## src/rtl/pix_unpack_pkg.sv

```systemverilog
// Shared types of the pixel unpacker: colour layout, slot ordering and the
// resolved format record that is latched with every accepted word.
package pix_unpack_pkg;

    typedef enum logic [2:0] {
        COL_INDEX = 3'd0,
        COL_5551  = 3'd1,
        COL_565   = 3'd2,
        COL_444   = 3'd3,
        COL_888   = 3'd4
    } col_e;

    typedef enum logic [1:0] {
        ORD_LSB      = 2'd0,
        ORD_WORD_REV = 2'd1,
        ORD_BYTE_REV = 2'd2
    } ord_e;

    typedef struct packed {
        col_e       col;
        logic [2:0] lg_cw;   // log2 of the slot width in bits
        logic       swap;    // red taken from c2
        ord_e       ord;
    } fmt_t;

endpackage

```

## src/rtl/pix_fmt_decode.sv

```systemverilog
// Resolves the control word and the external layout select into a format
// record. Assumes a 32-bit word; purely combinational.
module pix_fmt_decode
    import pix_unpack_pkg::*;
#(
    parameter bit NATIVE565 = 1'b0
) (
    input  logic [10:0] ctrl,
    input  logic [1:0]  mux_sel,
    output fmt_t        fmt
);

    logic [2:0] depth;
    logic       unused_ctrl;

    assign depth       = ctrl[3:1];
    assign unused_ctrl = ^{ctrl[0], ctrl[7:4]};

    // Map the depth code and select input onto layout, slot width and swap.
    always_comb begin
        fmt.swap = ctrl[8];
        fmt.ord  = ctrl[9]  ? ORD_WORD_REV :
                   ctrl[10] ? ORD_BYTE_REV : ORD_LSB;
        case (depth)
            3'd0, 3'd1, 3'd2, 3'd3: begin
                fmt.col   = COL_INDEX;
                fmt.lg_cw = depth;
            end
            3'd4: begin
                fmt.lg_cw = 3'd4;
                if (NATIVE565) begin
                    fmt.col = COL_5551;
                end else begin
                    fmt.col = (mux_sel == 2'd1) ? COL_5551 : COL_565;
                    if (mux_sel == 2'd3) fmt.swap = 1'b1;
                end
            end
            3'd5: begin
                fmt.col   = COL_888;
                fmt.lg_cw = 3'd5;
            end
            3'd6: begin
                fmt.col   = COL_565;
                fmt.lg_cw = 3'd4;
            end
            default: begin
                fmt.col   = COL_444;
                fmt.lg_cw = 3'd4;
            end
        endcase
    end

endmodule

```

## src/rtl/pix_slot_sel.sv

```systemverilog
// Picks the slot of the current pixel out of the held word and flags the
// final pixel. Assumes lg_cw never exceeds log2(WORD_W).
module pix_slot_sel
    import pix_unpack_pkg::*;
#(
    parameter int WORD_W = 32
) (
    input  logic [WORD_W-1:0]         word,
    input  logic [2:0]                lg_cw,
    input  ord_e                      ord,
    input  logic [$clog2(WORD_W)-1:0] idx,
    output logic [WORD_W-1:0]         field,
    output logic                      last
);

    localparam int LG_WORD = $clog2(WORD_W);

    logic [LG_WORD:0]   per_word;
    logic [LG_WORD:0]   per_word_m1;
    logic [LG_WORD:0]   cw;
    logic [LG_WORD-1:0] in_byte_m;
    logic [LG_WORD-1:0] slot;
    logic [LG_WORD-1:0] shift;
    logic [WORD_W-1:0]  mask;

    // Derive slot count, slot width and the reversal mask inside a byte.
    always_comb begin
        per_word    = (LG_WORD+1)'(WORD_W >> lg_cw);
        per_word_m1 = per_word - 1'b1;
        cw          = {{LG_WORD{1'b0}}, 1'b1} << lg_cw;
        in_byte_m   = (lg_cw < 3'd3) ? LG_WORD'((8 >> lg_cw) - 1) : '0;
    end

    // Turn the pixel count into a slot number according to the ordering.
    always_comb begin
        case (ord)
            ORD_WORD_REV: slot = idx ^ per_word_m1[LG_WORD-1:0];
            ORD_BYTE_REV: slot = idx ^ in_byte_m;
            default:      slot = idx;
        endcase
        shift = LG_WORD'(slot << lg_cw);
    end

    // Extract the slot and flag the final pixel of the word.
    always_comb begin
        mask  = ~({WORD_W{1'b1}} << cw);
        field = (word >> shift) & mask;
        last  = (idx == per_word_m1[LG_WORD-1:0]);
    end

endmodule

```

## src/rtl/pix_color_expand.sv

```systemverilog
// Converts a right-aligned slot into either a palette index or 8-bit-per-
// channel colour with top-bit replication. Assumes WORD_W of at least 32.
module pix_color_expand
    import pix_unpack_pkg::*;
#(
    parameter int WORD_W = 32
) (
    input  logic [WORD_W-1:0] field,
    input  col_e              col,
    input  logic              swap,
    output logic              is_index,
    output logic [7:0]        index,
    output logic [23:0]       rgb
);

    logic [7:0] c0, c1, c2;
    logic       unused_hi;

    assign unused_hi = ^field[WORD_W-1:24];

    // Unpack the three components of the selected layout.
    always_comb begin
        case (col)
            COL_5551: begin
                c0 = {field[4:0],   field[4:2]};
                c1 = {field[9:5],   field[9:7]};
                c2 = {field[14:10], field[14:12]};
            end
            COL_565: begin
                c0 = {field[4:0],   field[4:2]};
                c1 = {field[10:5],  field[10:9]};
                c2 = {field[15:11], field[15:13]};
            end
            COL_444: begin
                c0 = {field[3:0],  field[3:0]};
                c1 = {field[7:4],  field[7:4]};
                c2 = {field[11:8], field[11:8]};
            end
            COL_888: begin
                c0 = field[7:0];
                c1 = field[15:8];
                c2 = field[23:16];
            end
            default: begin
                c0 = '0;
                c1 = '0;
                c2 = '0;
            end
        endcase
    end

    // Drive the index or the ordered colour triple.
    always_comb begin
        is_index = (col == COL_INDEX);
        index    = is_index ? field[7:0] : 8'd0;
        rgb      = is_index ? 24'd0 : (swap ? {c2, c1, c0} : {c0, c1, c2});
    end

endmodule

```

## src/rtl/pix_line_bytes.sv

```systemverilog
// Bytes occupied by one line of line_px pixels at the given depth code.
module pix_line_bytes #(
    parameter int PX_W = 12
) (
    input  logic [2:0]      depth,
    input  logic [PX_W-1:0] px,
    output logic [PX_W+1:0] bytes
);

    logic [PX_W+1:0] ext;

    assign ext = {2'b00, px};

    // Scale the pixel count by the slot width in bytes.
    always_comb begin
        case (depth)
            3'd0:    bytes = ext >> 3;
            3'd1:    bytes = ext >> 2;
            3'd2:    bytes = ext >> 1;
            3'd3:    bytes = ext;
            3'd5:    bytes = ext << 2;
            default: bytes = ext << 1;
        endcase
    end

endmodule

```

## src/rtl/pix_unpack.sv

```systemverilog
// Top of the pixel unpacker. Holds one word with its latched format and
// emits its pixels one per output handshake; a new word is taken only when
// the held one is exhausted. Assumes WORD_W = 32 for the colour layouts.
module pix_unpack
    import pix_unpack_pkg::*;
#(
    parameter int WORD_W    = 32,
    parameter int PX_W      = 12,
    parameter bit NATIVE565 = 1'b0
) (
    input  logic              clk,
    input  logic              rst_n,
    input  logic [10:0]       cfg_ctrl,
    input  logic [1:0]        fmt_mux,
    input  logic [PX_W-1:0]   line_px,
    output logic [PX_W+1:0]   line_bytes,
    input  logic              in_valid,
    output logic              in_ready,
    input  logic [WORD_W-1:0] in_word,
    output logic              out_valid,
    input  logic              out_ready,
    output logic              out_is_index,
    output logic [7:0]        out_index,
    output logic [23:0]       out_rgb
);

    localparam int LG_WORD = $clog2(WORD_W);

    fmt_t               fmt_live;
    fmt_t               fmt_q;
    logic [2:0]         depth_q;
    logic               full_q;
    logic [WORD_W-1:0]  word_q;
    logic [LG_WORD-1:0] idx_q;
    logic [WORD_W-1:0]  field;
    logic               last_px;

    pix_fmt_decode #(.NATIVE565(NATIVE565)) u_dec (
        .ctrl    (cfg_ctrl),
        .mux_sel (fmt_mux),
        .fmt     (fmt_live)
    );

    pix_slot_sel #(.WORD_W(WORD_W)) u_sel (
        .word  (word_q),
        .lg_cw (fmt_q.lg_cw),
        .ord   (fmt_q.ord),
        .idx   (idx_q),
        .field (field),
        .last  (last_px)
    );

    pix_color_expand #(.WORD_W(WORD_W)) u_col (
        .field    (field),
        .col      (fmt_q.col),
        .swap     (fmt_q.swap),
        .is_index (out_is_index),
        .index    (out_index),
        .rgb      (out_rgb)
    );

    pix_line_bytes #(.PX_W(PX_W)) u_lb (
        .depth (cfg_ctrl[3:1]),
        .px    (line_px),
        .bytes (line_bytes)
    );

    assign in_ready  = !full_q;
    assign out_valid = full_q;

    // Capture a word with its format, then step through its pixels.
    always_ff @(posedge clk) begin
        if (!rst_n) begin
            full_q  <= 1'b0;
            word_q  <= '0;
            idx_q   <= '0;
            depth_q <= '0;
            fmt_q   <= '{col: COL_INDEX, lg_cw: 3'd0, swap: 1'b0, ord: ORD_LSB};
        end else if (in_valid && in_ready) begin
            full_q  <= 1'b1;
            word_q  <= in_word;
            idx_q   <= '0;
            depth_q <= cfg_ctrl[3:1];
            fmt_q   <= fmt_live;
        end else if (full_q && out_ready) begin
            if (last_px) full_q <= 1'b0;
            else         idx_q  <= idx_q + 1'b1;
        end
    end

    assert_accept_valid_R11: assert property (@(posedge clk) disable iff (!rst_n)
        in_valid && in_ready |=> out_valid);

    assert_stall_hold_R11: assert property (@(posedge clk) disable iff (!rst_n)
        out_valid && !out_ready |=> out_valid && $stable(out_index)
                                   && $stable(out_rgb) && $stable(out_is_index));

    assert_index_kind_R1: assert property (@(posedge clk) disable iff (!rst_n)
        out_valid |-> out_is_index == (depth_q < 3'd4));

    assert_index_range_R5: assert property (@(posedge clk) disable iff (!rst_n)
        out_valid && out_is_index |->
            out_rgb == 24'd0 && {1'b0, out_index} < (9'd1 << (4'd1 << depth_q)));

    assert_eight_bpp_bytes_R10: assert property (@(posedge clk) disable iff (!rst_n)
        cfg_ctrl[3:1] == 3'd3 |-> line_bytes == {2'b00, line_px});

endmodule

```

## config.mk

```make
export PLATFORM = sky130hd
export DESIGN_NAME = pix_unpack
export DESIGN_NICKNAME = d
export VERILOG_FILES = /design/src/rtl/pix_unpack_pkg.sv /design/src/rtl/pix_fmt_decode.sv /design/src/rtl/pix_slot_sel.sv /design/src/rtl/pix_color_expand.sv /design/src/rtl/pix_line_bytes.sv /design/src/rtl/pix_unpack.sv
export SDC_FILE = /design/constraint.sdc
export NUM_CORES = 1
export LEC_CHECK = 0
export BUFFER_PORTS_ARGS = -buffer_cell sky130_fd_sc_hd__buf_2
export CAP_MARGIN = 20
export CORE_MARGIN = 2
export CORE_UTILIZATION = 52
export DETAILED_ROUTE_END_ITERATION = 7
export MAX_ROUTING_LAYER = met4
export PLACE_DENSITY = 0.76
export SLEW_MARGIN = 15
export SYNTH_ARGS = -nofsm -noshare
export SYNTH_HDL_FRONTEND = slang
export SYNTH_SLANG_ARGS = --single-unit
```

## constraint.sdc

```tcl
create_clock -name clk -period 11.3 [get_ports clk]
set_input_delay 1.695 -clock clk [delete_from_list [all_inputs] [get_ports clk]]
set_output_delay 1.695 -clock clk [all_outputs]
set_load 0.01 [all_outputs]
```

Yosys cells after proc, flatten, opt, wreduce, memory -nomap -nowiden
Cells that the tools add are included.
{ "word_totals": {"latchBits": 0, "romBits": 0, "memories": 0, "register_bits": 47, "input_bits": 61, "ram_bits": 0, "out_inout_bits": 49} }
{ "classes": {"eq_ne": 15, "muxes": 18, "bitwise": 6, "div": 0, "n_shift": 6, "order_cmp": 1, "addsub": 3, "n_mul": 0, "n_reduce_logical": 12} }
{ "op_table": {"columns": ["cell", "n"], "rows": [
  ["14-bit case mux with 5 select lines", 1],
  ["8-bit case mux with 4 select lines", 2],
  ["24-bit two-way mux", 2],
  ["32-bit by 6-bit left shift with 24-bit output (first input constant)", 1],
  ["32-bit by 5-bit >> shifter with 24-bit output", 1],
  ["24-bit AND", 1],
  ["24-bit inverter", 1],
  ["6-bit case mux with 4 select lines", 1],
  ["8-bit case mux with 3 select lines", 1],
  ["3-bit by 2-bit == test with 1-bit output (second input constant)", 4],
  ["3-bit == test (second input constant)", 4],
  ["5-bit case mux with 2 select lines", 1],
  ["5-bit XOR", 2],
  ["8-bit two-way mux", 1],
  ["3-bit by 1-bit == test with 1-bit output (second input constant)", 2],
  ["3-bit zero test", 2],
  ["2-bit two-way mux", 3],
  ["1-bit by 3-bit left shift with 6-bit output (first input constant)", 1],
  ["6-bit by 3-bit >> shifter with 5-bit output (first input constant)", 1],
  ["5-bit by 1-bit adder with 5-bit output (second input constant)", 1],
  ["5-bit == test", 1],
  ["1-bit two-way mux", 5],
  ["5-bit two-way mux", 1],
  ["5-bit by 3-bit left shift with 5-bit output", 1],
  ["13 further kinds", 20]
]} }

Longest topological paths before layout
{ "logic_depth": {"depth_word": 11, "depth_mapped": 17} }

Hierarchy
Synthesis repeated with hierarchy kept, for this count alone.
{ "hier_totals": {"hier_cells": 754, "hier_area_um2": 5955.7} }
{ "by_module_without_submodules": {"columns": ["module", "cells_each", "area_per_inst_um2", "seq_area_each_um2", "instances"], "rows": [
  ["pix_slot_sel", 303, 2312.2, 0.0, 1],
  ["pix_unpack", 207, 1775.5, 940.9, 1],
  ["pix_color_expand", 136, 1081.0, 0.0, 1],
  ["pix_line_bytes", 94, 683.2, 0.0, 1],
  ["pix_fmt_decode", 14, 103.8, 0.0, 1]
]} }

Least setup slack after synthesis
Ideal clock, no wire load.
{ "synth_timing": {"path_type": "reg2out", "start": "reg fmt_q[4] (netlist name)", "end": "out out_rgb[10]", "path_stages_with_launch": 17, "arrival_ns": 3.782, "slack_ns": 5.823, "cell_sequence": "dfxtp_1 buf_2 clkinv_1 ha_1 nor2b_1 or4_4 a311oi_1 o31a_1 buf_6 buf_12 mux2i_1 mux2i_1 mux2_2 o22ai_1 and2_1 a21oi_1 o221ai_1"} }
{ "synth_between": {"elab_chain_cells": 11, "elab_cells_between_ends": 18, "classes_between": "2 x add/sub; 1 x order compare; 6 x shift; 5 x mux; 4 x bitwise"} }
{ "synth_lines": {"columns": ["item", "line_no", "rtl"], "rows": [
  ["start: declaration", "pix_unpack.sv:30", "fmt_t fmt_q;"],
  ["start signal: assignment", "pix_unpack.sv:78", "fmt_q <= '{col: COL_INDEX, lg_cw: 3'd0, swap: 1'b0, ord: ORD_LSB};"],
  ["start signal: assignment", "pix_unpack.sv:84", "fmt_q <= fmt_live;"],
  ["4-bit by 3-bit >> shifter with 5-bit output", "pix_slot_sel.sv:31", "in_byte_m = (lg_cw < 3'd3) ? LG_WORD'((8 >> lg_cw) - 1) : '0;"],
  ["5-bit by 2-bit subtractor with 5-bit output", "pix_slot_sel.sv:31", null],
  ["5-bit two-way mux", "pix_slot_sel.sv:31", null],
  ["5-bit XOR", "pix_slot_sel.sv:38", "ORD_BYTE_REV: slot = idx ^ in_byte_m;"],
  ["5-bit case mux with 2 select lines", "pix_slot_sel.sv:36", "case (ord)"],
  ["5-bit by 3-bit left shift with 5-bit output", "pix_slot_sel.sv:41", "shift = LG_WORD'(slot << lg_cw);"],
  ["32-bit by 5-bit >> shifter with 24-bit output", "pix_slot_sel.sv:47", "field = (word >> shift) & mask;"],
  ["24-bit AND *", "pix_slot_sel.sv:47", null],
  ["8-bit case mux with 4 select lines *", "pix_color_expand.sv:23", "case (col)"],
  ["24-bit two-way mux * (2 in a row)", "pix_color_expand.sv:56", "rgb = is_index ? 24'd0 : (swap ? {c2, c1, c0} : {c0, c1, c2});"],
  ["end: declaration", "pix_unpack.sv:24", "output logic [23:0] out_rgb"]
]} }
Every way passes the cells marked *; elsewhere a longest branch is shown, timed or not.

Worst setup path in the final report
Same ends and word-level chain as after synthesis.

==> flow_metrics.tcl <==
set metrics [dict create \
    routed_wl_um 15870 \
    cts_resized 0 \
    syn2layout_area_growth_pct 11.40 \
    grt-ovfl-total 0 \
    skew_ps 12.40 \
    synth_edf_count 0 \
    drt_iter0_drc 368 \
    hold_depth 2 \
    ys_seq_area_share_pct 17.82 \
    holdCritStartpoint "word_q[0]" \
    setup_viol_count_final 0 \
    cts_tree "done" \
    clockBufferDepth 2 \
    io_pins 110 \
    crit_type "reg2out" \
    grt_pass1_vias 5185 \
    drv_cap 0 \
    port_buffers 104 \
    syn_area_per_cell_um2 7.364 \
    r2r-start "fmt_q[4]" \
    syn_nets 787 \
    ys_ff_latch 47 \
    fin_ws_ps 3852 \
    die_area_mm2 0.01098 \
    root_buffer "clkbuf_8" \
    peakVddDrop_mv 0.1405 \
    outcome "complete, no violations" \
    drc 0 \
    crit_fanout 34 \
    startpoint_type "flip-flop" \
    grt_first_pass_wirelength_um 25780 \
    r2r-end "idx_q[3]" \
    fin_crit_ps 7448 \
    synth_top_area_share_pct 21.99 \
    synthTopCellsByCount "nand2_1 (141), mux2i_1 (116), nor2_1 (55)" \
    n_antenna_cell 0 \
    synthArstFlopShare_pct 0 \
    cts_setup_buffers 0 \
    yosysUniqueCellTypes 69 \
    core_area_mm2 0.009819 \
    drt-wirelength-per-cell_um 17.31 \
    power_density_mw_per_mm2 90.12 \
    arrival_ps 5750 \
    synth_top_flop_cell "dfxtp_1" \
    post_dp_cell_area_mm2 0.005767 \
    min_path_type "reg2reg" \
    start_util_pct 53.77 \
    hold_ws_ps 470.9 \
    hold_buffers 0 \
    totalNegativeSetupSlack_ps 0 \
    slew-limit-headroom_pct 33.32 \
    ant_nets 0 \
    numCtsBuffers 5 \
    rows 36 \
    hold_viol 0 \
    power_mw 0.5301 \
    cts.sinks 47 \
    min_period_over_period_pct 65.91 \
    syn_area_mm2 0.005280 \
    dr.pass1.iters 5 \
    grt_max_degree 44 \
    setup.worst_path.end_class "output pin" \
    viasPerCell 6.062 \
    final_cell_area_mm2 0.005882 \
    num_vias 5559 \
    max_freq_mhz 134.3 \
    reg2reg_depth 8 \
    grt_usage_pct 28.86 \
    rsz0062_at_grt "false" \
    synth_warnings 0 \
    finalMaxSlewViolations 0 \
    worstSkewPairLatency_ps 310 \
    dp_hpwl_um 12450 \
    clk_pin_slew_ps 90 \
    yosysTopAreaCell "mux2i_1" \
    holdPathEnd "word_q[0]" \
    p_leak_nw 2.529 \
    worstMarginPinSlew_ps 1000 \
    synth_cells 717 \
    final_nets 853 \
    yosysMostFrequentCell "nand2_1" \
    fillerInstances 998 \
    htreeDepth 2 \
    preCtsSetupSlack_ps 4325 \
    gp_congestion 0.9609 \
    r2r_slack_ps 8210 \
    final_cells 917 \
    die_w_um 104.8 \
    synth.area.top_cells "mux2i_1 (22%), dfxtp_1 (18%), nand2_1 (10%), a21boi_0 (5.7%), nor2_1 (3.9%)" \
    required_ps 9610 \
    drive_gt1_share_pct 17.98 \
    die_y_um 104.8 \
    finalCoreUtilization_pct 59.90 \
    dp.cells 909 \
    antenna_found_initial 0 \
]
-- kinds of logic after synthesis --
family | count (synthesis) | synth area share [%]
multiplexers | 128 | 24.55
buffers and inverters | 64 | 5.569
adder cells (fa/ha/maj) | 9 | 2.133
AND/OR/NAND/NOR | 272 | 23.06
XOR/XNOR | 8 | 1.327
flip-flops | 47 | 17.82
AO/OA/AOI/OAI | 189 | 25.55
-- worst max-delay path, cell delays in order (launching register included) --
cell,delay (ps)
dfxtp_1,680
clkinv_1,450
ha_1,380
nor2b_1,150
or4_4,420
a311oi_1,290
o31a_2,860
mux2i_1,630
mux2i_1,240
mux2_2,320
o22ai_1,280
and2_1,280
a21oi_1,100
o221ai_1,180
buf_2,170
-- flip-flops by register name, indices dropped and copies added, names as in the netlist --
| name | cells |
|---|---|
| fmt_q | 9 |
| word_q | 32 |
| out_valid | 1 |
| idx_q | 5 |
-- layout by cell type, fill, tap and decap left out, types with 10 or more instances in the layout --
master,synthesis,routed
nor3_1,12,12
a21oi_1,27,27
o21ai_0,19,19
buf_2,12,104
and2_1,10,10
nand2_1,141,141
mux2_2,12,12
a211oi_1,10,10
dfxtp_1,47,47
a22oi_1,13,13
nand3_1,11,11
o211ai_1,10,10
a21boi_0,40,40
mux2i_1,116,116
nor2_1,55,55
o22ai_1,17,17
-- power by group --
group	leakage (nW)	total [mW]	internal [mW]	switching, mW
Combinational	2.09	0.220	0.0851	0.135
Clock	0.0548	0.125	0.0666	0.0583
Sequential	0.385	0.185	0.174	0.0108
-- final cells by class --
cell class              count  area [um2]  area share, %
clock inverters             3       46.29         0.7871
inverters                  14       52.55         0.8934
well taps                 133       166.4          2.829
multi-input cells         606        4049          68.84
repair buffers            109       558.0          9.487
clock buffers               5       68.82          1.170
flip-flops and latches     47       940.9          16.00
-- routing by layer --
| layer | track usage, % | part of all wire (%) | up-vias |
|---|---|---|---|
| li1 | - | - | 2769 |
| met1 | 37.48 | 46 | 2509 |
| met2 | 46.38 | 46 | 244 |
| met3 | 3.369 | 5.7 | 37 |
| met4 | 10.19 | 2.8 | 0 |
| met5 | - | 0 | - |
-- worst max path at each step --
stage | cells past startpoint | slack, ps | end | start
finish | 14 | 3850 | out_rgb[10] | fmt_q[4]
floorplan | 16 | 5820 | out_rgb[10] | fmt_q[4]
global route | 14 | 3580 | out_rgb[10] | fmt_q[4]
CTS | 14 | 3990 | out_rgb[10] | fmt_q[4]
global placement | 14 | 4360 | out_rgb[10] | fmt_q[4]
detailed placement | 14 | 4320 | out_rgb[10] | fmt_q[4]
Power figures use the tool's default switching activity.
